[config.mk]
export PLATFORM = sky130hd
export DESIGN_NAME = shmem_mux
export DESIGN_NICKNAME = d
export VERILOG_FILES = /design/src/rtl/shmem_pkg.sv /design/src/rtl/shmem_sync.sv /design/src/rtl/shmem_arb.sv /design/src/rtl/shmem_mux.sv
export SDC_FILE = /design/constraint.sdc
export NUM_CORES = 1
export LEC_CHECK = 0
export ABC_AREA = 1
export BUFFER_PORTS_ARGS = -buffer_cell sky130_fd_sc_hd__buf_2
export CORE_MARGIN = 2
export CORE_UTILIZATION = 45
export DETAILED_ROUTE_END_ITERATION = 10
export GPL_TIMING_DRIVEN = 0
export PLACE_DENSITY = 0.77
export SYNTH_ARGS = -nofsm -noshare
export SYNTH_HDL_FRONTEND = slang
export SYNTH_SLANG_ARGS = --single-unit
[constraint.sdc]
create_clock -name clk -period 1.52 [get_ports clk]
set_clock_uncertainty 0.2 [all_clocks]
set_input_delay 0.076 -clock clk [delete_from_list [all_inputs] [get_ports clk]]
set_output_delay 0.076 -clock clk [all_outputs]
set_load 0.03 [all_outputs]
[src/rtl/shmem_pkg.sv]
package shmem_pkg;

    localparam int WORD_W = 18;
    localparam int HALF_W = 16;
    localparam int XTRA_W = WORD_W - HALF_W;

    // Port B cycle codes
    typedef enum logic [1:0] {
        BOP_READ       = 2'd0,
        BOP_READ_LOCK  = 2'd1,
        BOP_WRITE_WORD = 2'd2,
        BOP_WRITE_BYTE = 2'd3
    } bop_e;

    typedef enum logic [1:0] {
        ST_IDLE,
        ST_FETCH,
        ST_CAPTURE,
        ST_STORE
    } st_e;

    // One granted memory operation
    typedef struct packed {
        logic              from_b;
        logic              write;
        logic              merge;
        logic              take_lock;
        logic              drop_lock;
        logic              upper;
        logic [WORD_W-1:0] wdata;
    } job_t;

    // Put one byte into the chosen lane of a word; all other bits are kept
    function automatic logic [WORD_W-1:0] merge_byte(
        input logic [WORD_W-1:0] old_word,
        input logic [7:0]        new_byte,
        input logic              upper
    );
        logic [WORD_W-1:0] r;
        r = old_word;
        if (upper) r[15:8] = new_byte;
        else       r[7:0]  = new_byte;
        return r;
    endfunction

    // Build a native word from port B data and the extra bits
    function automatic logic [WORD_W-1:0] widen_b(
        input logic [HALF_W-1:0] d,
        input logic [XTRA_W-1:0] x,
        input logic              xv
    );
        return {(xv ? x : {XTRA_W{1'b0}}), d};
    endfunction

endpackage

[src/rtl/shmem_sync.sv]
module shmem_sync #(
    parameter int STAGES = 2
) (
    input  logic clk,
    input  logic rst,
    input  logic d,
    output logic q
);
    logic [STAGES-1:0] chain;

    always_ff @(posedge clk) begin
        if (rst) chain <= '0;
        else     chain <= {chain[STAGES-2:0], d};
    end

    assign q = chain[STAGES-1];
endmodule

[src/rtl/shmem_arb.sv]
module shmem_arb (
    input  logic idle,
    input  logic a_pend,
    input  logic b_pend,
    input  logic locked,
    output logic gnt_a,
    output logic gnt_b
);
    // Fixed priority to port A, unless port B holds the lock
    always_comb begin
        gnt_a = idle & a_pend & ~locked;
        gnt_b = idle & b_pend & ~gnt_a;
    end
endmodule

[src/rtl/shmem_mux.sv]
module shmem_mux
    import shmem_pkg::*;
#(
    parameter int AW          = 8,
    parameter int SYNC_STAGES = 2
) (
    input  logic              clk,
    input  logic              rst,
    input  logic              a_req,
    input  logic              a_we,
    input  logic [AW-1:0]     a_addr,
    input  logic [WORD_W-1:0] a_wdata,
    output logic              a_ack,
    output logic [WORD_W-1:0] a_rdata,
    input  logic              b_req,
    input  logic [1:0]        b_op,
    input  logic [AW:0]       b_addr,
    input  logic [HALF_W-1:0] b_wdata,
    input  logic [XTRA_W-1:0] b_xdata,
    input  logic              b_xvalid,
    output logic              b_ack,
    output logic [HALF_W-1:0] b_rdata,
    output logic [XTRA_W-1:0] b_xrdata,
    output logic              m_en,
    output logic              m_we,
    output logic [AW-1:0]     m_addr,
    output logic [WORD_W-1:0] m_wdata,
    input  logic [WORD_W-1:0] m_rdata
);
    logic          a_req_s, b_req_s;
    logic          a_done, b_done, locked;
    logic          a_pend, b_pend, gnt_a, gnt_b, idle;
    st_e           state;
    job_t          job, nj;
    logic [AW-1:0] addr_q, na;
    bop_e          b_kind;

    shmem_sync #(.STAGES(SYNC_STAGES)) u_sync_a (.clk(clk), .rst(rst), .d(a_req), .q(a_req_s));
    shmem_sync #(.STAGES(SYNC_STAGES)) u_sync_b (.clk(clk), .rst(rst), .d(b_req), .q(b_req_s));

    assign a_pend = a_req_s & ~a_done;
    assign b_pend = b_req_s & ~b_done;
    assign idle   = (state == ST_IDLE);
    assign b_kind = bop_e'(b_op);

    shmem_arb u_arb (
        .idle  (idle),
        .a_pend(a_pend),
        .b_pend(b_pend),
        .locked(locked),
        .gnt_a (gnt_a),
        .gnt_b (gnt_b)
    );

    // Translate the winning request into a native job
    always_comb begin
        nj = '0;
        na = a_addr;
        if (gnt_a) begin
            nj.write = a_we;
            nj.wdata = a_wdata;
        end else begin
            na           = b_addr[AW:1];
            nj.from_b    = 1'b1;
            nj.upper     = b_addr[0];
            nj.write     = (b_kind == BOP_WRITE_WORD);
            nj.merge     = (b_kind == BOP_WRITE_BYTE);
            nj.take_lock = (b_kind == BOP_READ_LOCK);
            nj.drop_lock = (b_kind == BOP_WRITE_WORD) || (b_kind == BOP_WRITE_BYTE);
            nj.wdata     = widen_b(b_wdata, b_xdata, b_xvalid);
        end
    end

    always_ff @(posedge clk) begin
        if (rst) begin
            state    <= ST_IDLE;
            job      <= '0;
            addr_q   <= '0;
            a_ack    <= 1'b0;
            b_ack    <= 1'b0;
            a_rdata  <= '0;
            b_rdata  <= '0;
            b_xrdata <= '0;
            a_done   <= 1'b0;
            b_done   <= 1'b0;
            locked   <= 1'b0;
        end else begin
            a_ack <= 1'b0;
            b_ack <= 1'b0;
            if (!a_req_s) a_done <= 1'b0;
            if (!b_req_s) b_done <= 1'b0;
            unique case (state)
                ST_IDLE: begin
                    if (gnt_a || gnt_b) begin
                        job    <= nj;
                        addr_q <= na;
                        state  <= nj.write ? ST_STORE : ST_FETCH;
                    end
                end
                ST_FETCH: state <= ST_CAPTURE;
                ST_CAPTURE: begin
                    if (job.merge) begin
                        job.wdata <= merge_byte(m_rdata,
                                                job.upper ? job.wdata[15:8] : job.wdata[7:0],
                                                job.upper);
                        state     <= ST_STORE;
                    end else begin
                        if (job.from_b) begin
                            b_ack    <= 1'b1;
                            b_done   <= 1'b1;
                            b_rdata  <= m_rdata[HALF_W-1:0];
                            b_xrdata <= m_rdata[WORD_W-1:HALF_W];
                            if (job.take_lock) locked <= 1'b1;
                        end else begin
                            a_ack   <= 1'b1;
                            a_done  <= 1'b1;
                            a_rdata <= m_rdata;
                        end
                        state <= ST_IDLE;
                    end
                end
                ST_STORE: begin
                    if (job.from_b) begin
                        b_ack  <= 1'b1;
                        b_done <= 1'b1;
                        if (job.drop_lock) locked <= 1'b0;
                    end else begin
                        a_ack  <= 1'b1;
                        a_done <= 1'b1;
                    end
                    state <= ST_IDLE;
                end
                default: state <= ST_IDLE;
            endcase
        end
    end

    assign m_en    = (state == ST_FETCH) || (state == ST_STORE);
    assign m_we    = (state == ST_STORE);
    assign m_addr  = addr_q;
    assign m_wdata = job.wdata;

    // Port A wins a tie when the memory is free and unlocked
    assert_a_first_R1: assert property (@(posedge clk) disable iff (rst)
        (idle && a_pend && b_pend && !locked) |=> (!idle && !job.from_b));

    // Acknowledges are single-cycle pulses and never coincide
    assert_a_pulse_R8: assert property (@(posedge clk) disable iff (rst)
        a_ack |=> !a_ack);
    assert_b_pulse_R8: assert property (@(posedge clk) disable iff (rst)
        b_ack |=> !b_ack);
    assert_acks_apart_R8: assert property (@(posedge clk) disable iff (rst)
        !(a_ack && b_ack));

    // Under lock, an idle memory hands out nothing to port A
    assert_lock_blocks_a_R7: assert property (@(posedge clk) disable iff (rst)
        (locked && idle) |=> (idle || job.from_b));

    // Owner and address stay fixed through a read phase
    assert_grant_held_R9: assert property (@(posedge clk) disable iff (rst)
        (state == ST_FETCH || state == ST_CAPTURE) |=> ($stable(job.from_b) && $stable(addr_q)));

    // The write-back of a byte merge keeps the untouched bits of the word just read
    assert_merge_keeps_R6: assert property (@(posedge clk) disable iff (rst)
        (state == ST_STORE && job.merge) |->
            (m_wdata[17:16] == $past(m_rdata[17:16])) &&
            (job.upper ? (m_wdata[7:0] == $past(m_rdata[7:0]))
                       : (m_wdata[15:8] == $past(m_rdata[15:8]))));

endmodule

Yosys cells after proc, flatten, opt, wreduce, memory -nomap -nowiden
Index checks and enable logic that the tools add are counted.
Word-level totals
  bits in registers: 78
  input port bits: 79
  output and inout bits: 66
Cells by class
  equality and inequality tests: 13
  mux-type cells: 36
  bitwise logic cells: 12
  reductions and logical operators: 11
Operator list (number)
  $mux 18: 3
  $pmux 18 s2: 1
  $mux 8: 4
  $mux 1: 17
  $ne 2x2->1 const B: 5
  $pmux 1 s2: 5
  $reduce_and 3->1: 3
  $eq 2x2->1 const B: 4
  $mux 2: 4
  $pmux 2 s4: 1
  $and 1x1->1: 6
  $not 1->1: 6
  $reduce_and 6->1: 1
  $eq 2x1->1 const B: 2
  $mux 4: 1
  $ne 2x1->1 const B: 2
  $reduce_bool 2->1: 2
  $logic_or 1x1->1: 3
  $logic_not 2->1: 1
  $reduce_and 2->1: 1

Logic depth before layout (Yosys ltp)
  depth in word-level cells: 9
  mapped depth: 9
  gate-level depth less buffers: 8

Modules after synthesis
From an unflattened synthesis, not the netlist that was laid out.
Unflattened totals
  cell total of the unflattened synthesis: 557
  area, all modules: 3721.1 um^2
Modules (own cells, without submodules)
  shmem_mux: instances 1, cells an instance 540, area each 3587.2 um^2, sequential area each 1481.4 um^2
  shmem_sync: instances 2, cells an instance 6, area each 55.1 um^2, sequential area each 40.0 um^2
  shmem_arb: instances 1, cells an instance 5, area each 23.8 um^2, sequential area each 0.0 um^2

Least setup slack after synthesis
No wires, ideal clock.
  path type: register to register
  from: register locked
  to: register (tool-made name)
  library setup time: 0.112 ns
  arrival: 1.217 ns
  required time: 1.208 ns
  slack: -0.008 ns
  cell stages (with the launch flop): 9
  path buffers: 2
  period minus slack after synthesis: 1.528 ns
  cell sequence: dfxtp_1 inv_2 nand3_2 nand3_1 buf_4 buf_4 nand4_1 nor2_1 nor2_1
RTL lines
  from (decl): RTL line shmem_mux.sv:31  | logic a_done, b_done, locked;
  from (signal assigned): RTL line shmem_mux.sv:86  | locked <= 1'b0;
  from (signal assigned): RTL line shmem_mux.sv:113  | if (job.take_lock) locked <= 1'b1;
  from (signal assigned): RTL line shmem_mux.sv:126  | if (job.drop_lock) locked <= 1'b0;

==> out/metrics.cfg <==
[floorplanning]
die_width_microns=96.35
die_h_microns=96.35
core_area_sq_um=8258
dieArea_sq_um=9282
row_count=33
start_util_pct=46.47
io_pins=145

[clock_tree]
tritoncts=built
root_buffer=clkbuf_8
clkSinkCount=78
clock_path_buffers=2
clk_latency_ns=0.35
cts_buffers=9
htree_levels=3
clk_pin_slew_ns=0.09

[critical_path]
crit_arrival_ns=1.62
path_class=flop to flop
required_ns=1.56
path_cells=nor2_4 -> inv_4 -> nand2_4 -> buf_4 -> nand4_1 -> nor2_1 -> nor2_1
crit_fanout=10
start_kind=flop
r2r_setup_slack_ns=-0.06
r2r_start=state[0]
slowest_delay_ns=0.38
reg2reg_depth=7
cpMaxStageDelayCell=dfxtp_4
end_kind=flop
path_common_cell=nor2_1

[sta]
fmax_mhz=634.7
slew_violations=0
setup-tns-final_ns=-0.4468
fin_hold_ws_ns=0.009290
setup_violations=23
fin_crit_ns=1.576
finalHoldViolCount=0
slew_headroom_pct=68.15
post-route-period-util_pct=103.7
setup_slack_ns=-0.05555
worst_pin_slew_ns=0.4777
grt_setup_unrepaired=yes

[drt]
wl_per_cell_microns=14.06
postRouteAntennaNets=0
drc_errors=0
routed_wirelength_microns=13090
drt_iter0_markers=304
drt-pass1-iter-count=5
via_per_inst=4.995
vias=4650

[synthesis]
syn_area_sq_um=3837
netlist-cell-type-count=27
synth_nets=652
synth_edf_count=0
syn_inst=573
synth.area.top_cells=dfxtp_1, nor2_1, nand2_1, nand4_1, inv_1
synth-main-ff-cell=dfxtp_1
async_reset_ff_share_pct=0
synth_top_area_share_pct=40.69
yosysWarnings=0
yosys.area.top_type=dfxtp_1
synth_common_cells=nor2_1, nand2_1, dfxtp_1, inv_1, nand4_1
yosysSeqAreaShare_pct=40.69
syn_area_per_cell_sq_um=6.697
synth_seq_cells=78
yosysMostFrequentCell=nor2_1

[global_route]
grt_pass1_vias=4270
grt_first_pass_wirelength_microns=19520
grt_usage_pct=27.30
grt_max_degree=16
overflow=0
antenna_found_initial=0

[placed_design]
place_area_sq_um=4697
portBuffers=144
gp_congestion=0.9025
dp_hpwl_microns=8126

[layout]
syn_to_final_growth_pct=57.45
finalInstanceArea_sq_um=6042
antenna_cells=0
final_layout_size_suffix_gt1_share_pct=31.36
filler_cell_count=620
nets=900

[pwr]
p_leak_nw=3.069
total_power_mw=6.561
peakVddDrop_v=0.0005429
p_per_area_nw_per_um2=1086

[run_status]
failed_checks=negative setup slack
status=complete, but fails checks

[min_path]
hold_class=primary input to flop
worstHoldPathCells=7
holdCritStartpoint=a_wdata[13]

[run]
max_cap_viol_count=0

==> per-stage QoR <==
stage	setup WS, ns	util, %	instances
2_1_floorplan	0.005060	-	573
3_3_place_gp	-0.2197	56.88	822
3_5_place_dp	-0.2466	56.88	822
4_1_cts	-0.03259	71.35	925
5_1_grt	-0.1328	73.17	931
6_report	-0.05555	73.17	931
==> routing by layer <==
| metal | part of all wire (%) | GRT usage, % | wire, microns |
|---|---|---|---|
| met1 | 39 | 31.54 | 5087 |
| met2 | 51 | 50.69 | 6719 |
| met3 | 7.3 | 4.777 | 952 |
| met4 | 2.5 | 8.685 | 331 |
| met5 | 0 | 0 | 0 |
==> placed cells by master (no fill, tap or decap), types with 3 or more instances in the layout <==
master	count
nand2_1	95
inv_4	3
clkbuf_8	9
inv_1	49
dfxtp_2	3
buf_4	36
nor2_1	152
buf_6	11
nand4_1	48
nand2_4	5
dlygate4sd3_1	74
o21ai_0	20
clkbuf_2	4
o21ai_1	24
a21oi_1	13
nor2_2	6
inv_2	5
nand3_1	6
clkbuf_1	9
nand3_4	5
dfxtp_1	74
nor2_4	3
buf_2	146
==> report_power, final <==
part           internal [mW]  switching, mW
Sequential              2.25          0.117
Clock                  0.947          0.829
Combinational          0.997           1.42
Total                   4.20           2.36
==> timing repair <==
item,CTS,global route
gates resized for setup,32,32
gates cloned,1,0
hold buffers,74,0
buffers inserted,12,6
endpoints found under the setup margin,69,68
endpoints found under the hold margin,72,0
pin swaps,7,1
==> worst max-delay path by stage <==
stage,from,endpoint,slack (ns),cells after the start
floorplan,state[0],m_addr[0],0.005,9
global placement,u_sync_a.chain[1],m_addr[0],-0.22,8
detailed placement,u_sync_a.chain[1],m_addr[0],-0.25,8
CTS,state[1],a_rdata[17],-0.03,8
global route,state[0],flop,-0.13,8
finish,state[0],flop,-0.06,7
==> critical path, delay by kind of cell (launching register included) <==
family / cells / cell delay [ns]
buffers and inverters: 2 / 0.28
flip-flops: 1 / 0.38
AND/OR/NAND/NOR: 5 / 0.61
==> cell families (layout without fill, tap and decap cells) <==
logic type | count (synthesis) | after routing | synth area share, %
AO/OA/AOI/OAI | 61 | 61 | 8.184
flip-flops | 78 | 78 | 40.69
AND/OR/NAND/NOR | 326 | 326 | 37.59
buffers and inverters | 108 | 361 | 13.53
==> cell type report <==
| class | count | area [sq um] | area share (%) |
|---|---|---|---|
| buffer | 49 | 367.9 | 6.088 |
| sequential | 78 | 1569 | 25.97 |
| timing repair buffer | 237 | 1637 | 27.09 |
| tap | 105 | 131.4 | 2.174 |
| clock inverter | 7 | 105.1 | 1.739 |
| inverter | 59 | 240.2 | 3.976 |
| clock buffer | 9 | 123.9 | 2.050 |
| multi-input combinational | 387 | 1868 | 30.92 |
No activity file was read; power rests on OpenSTA's default activity.
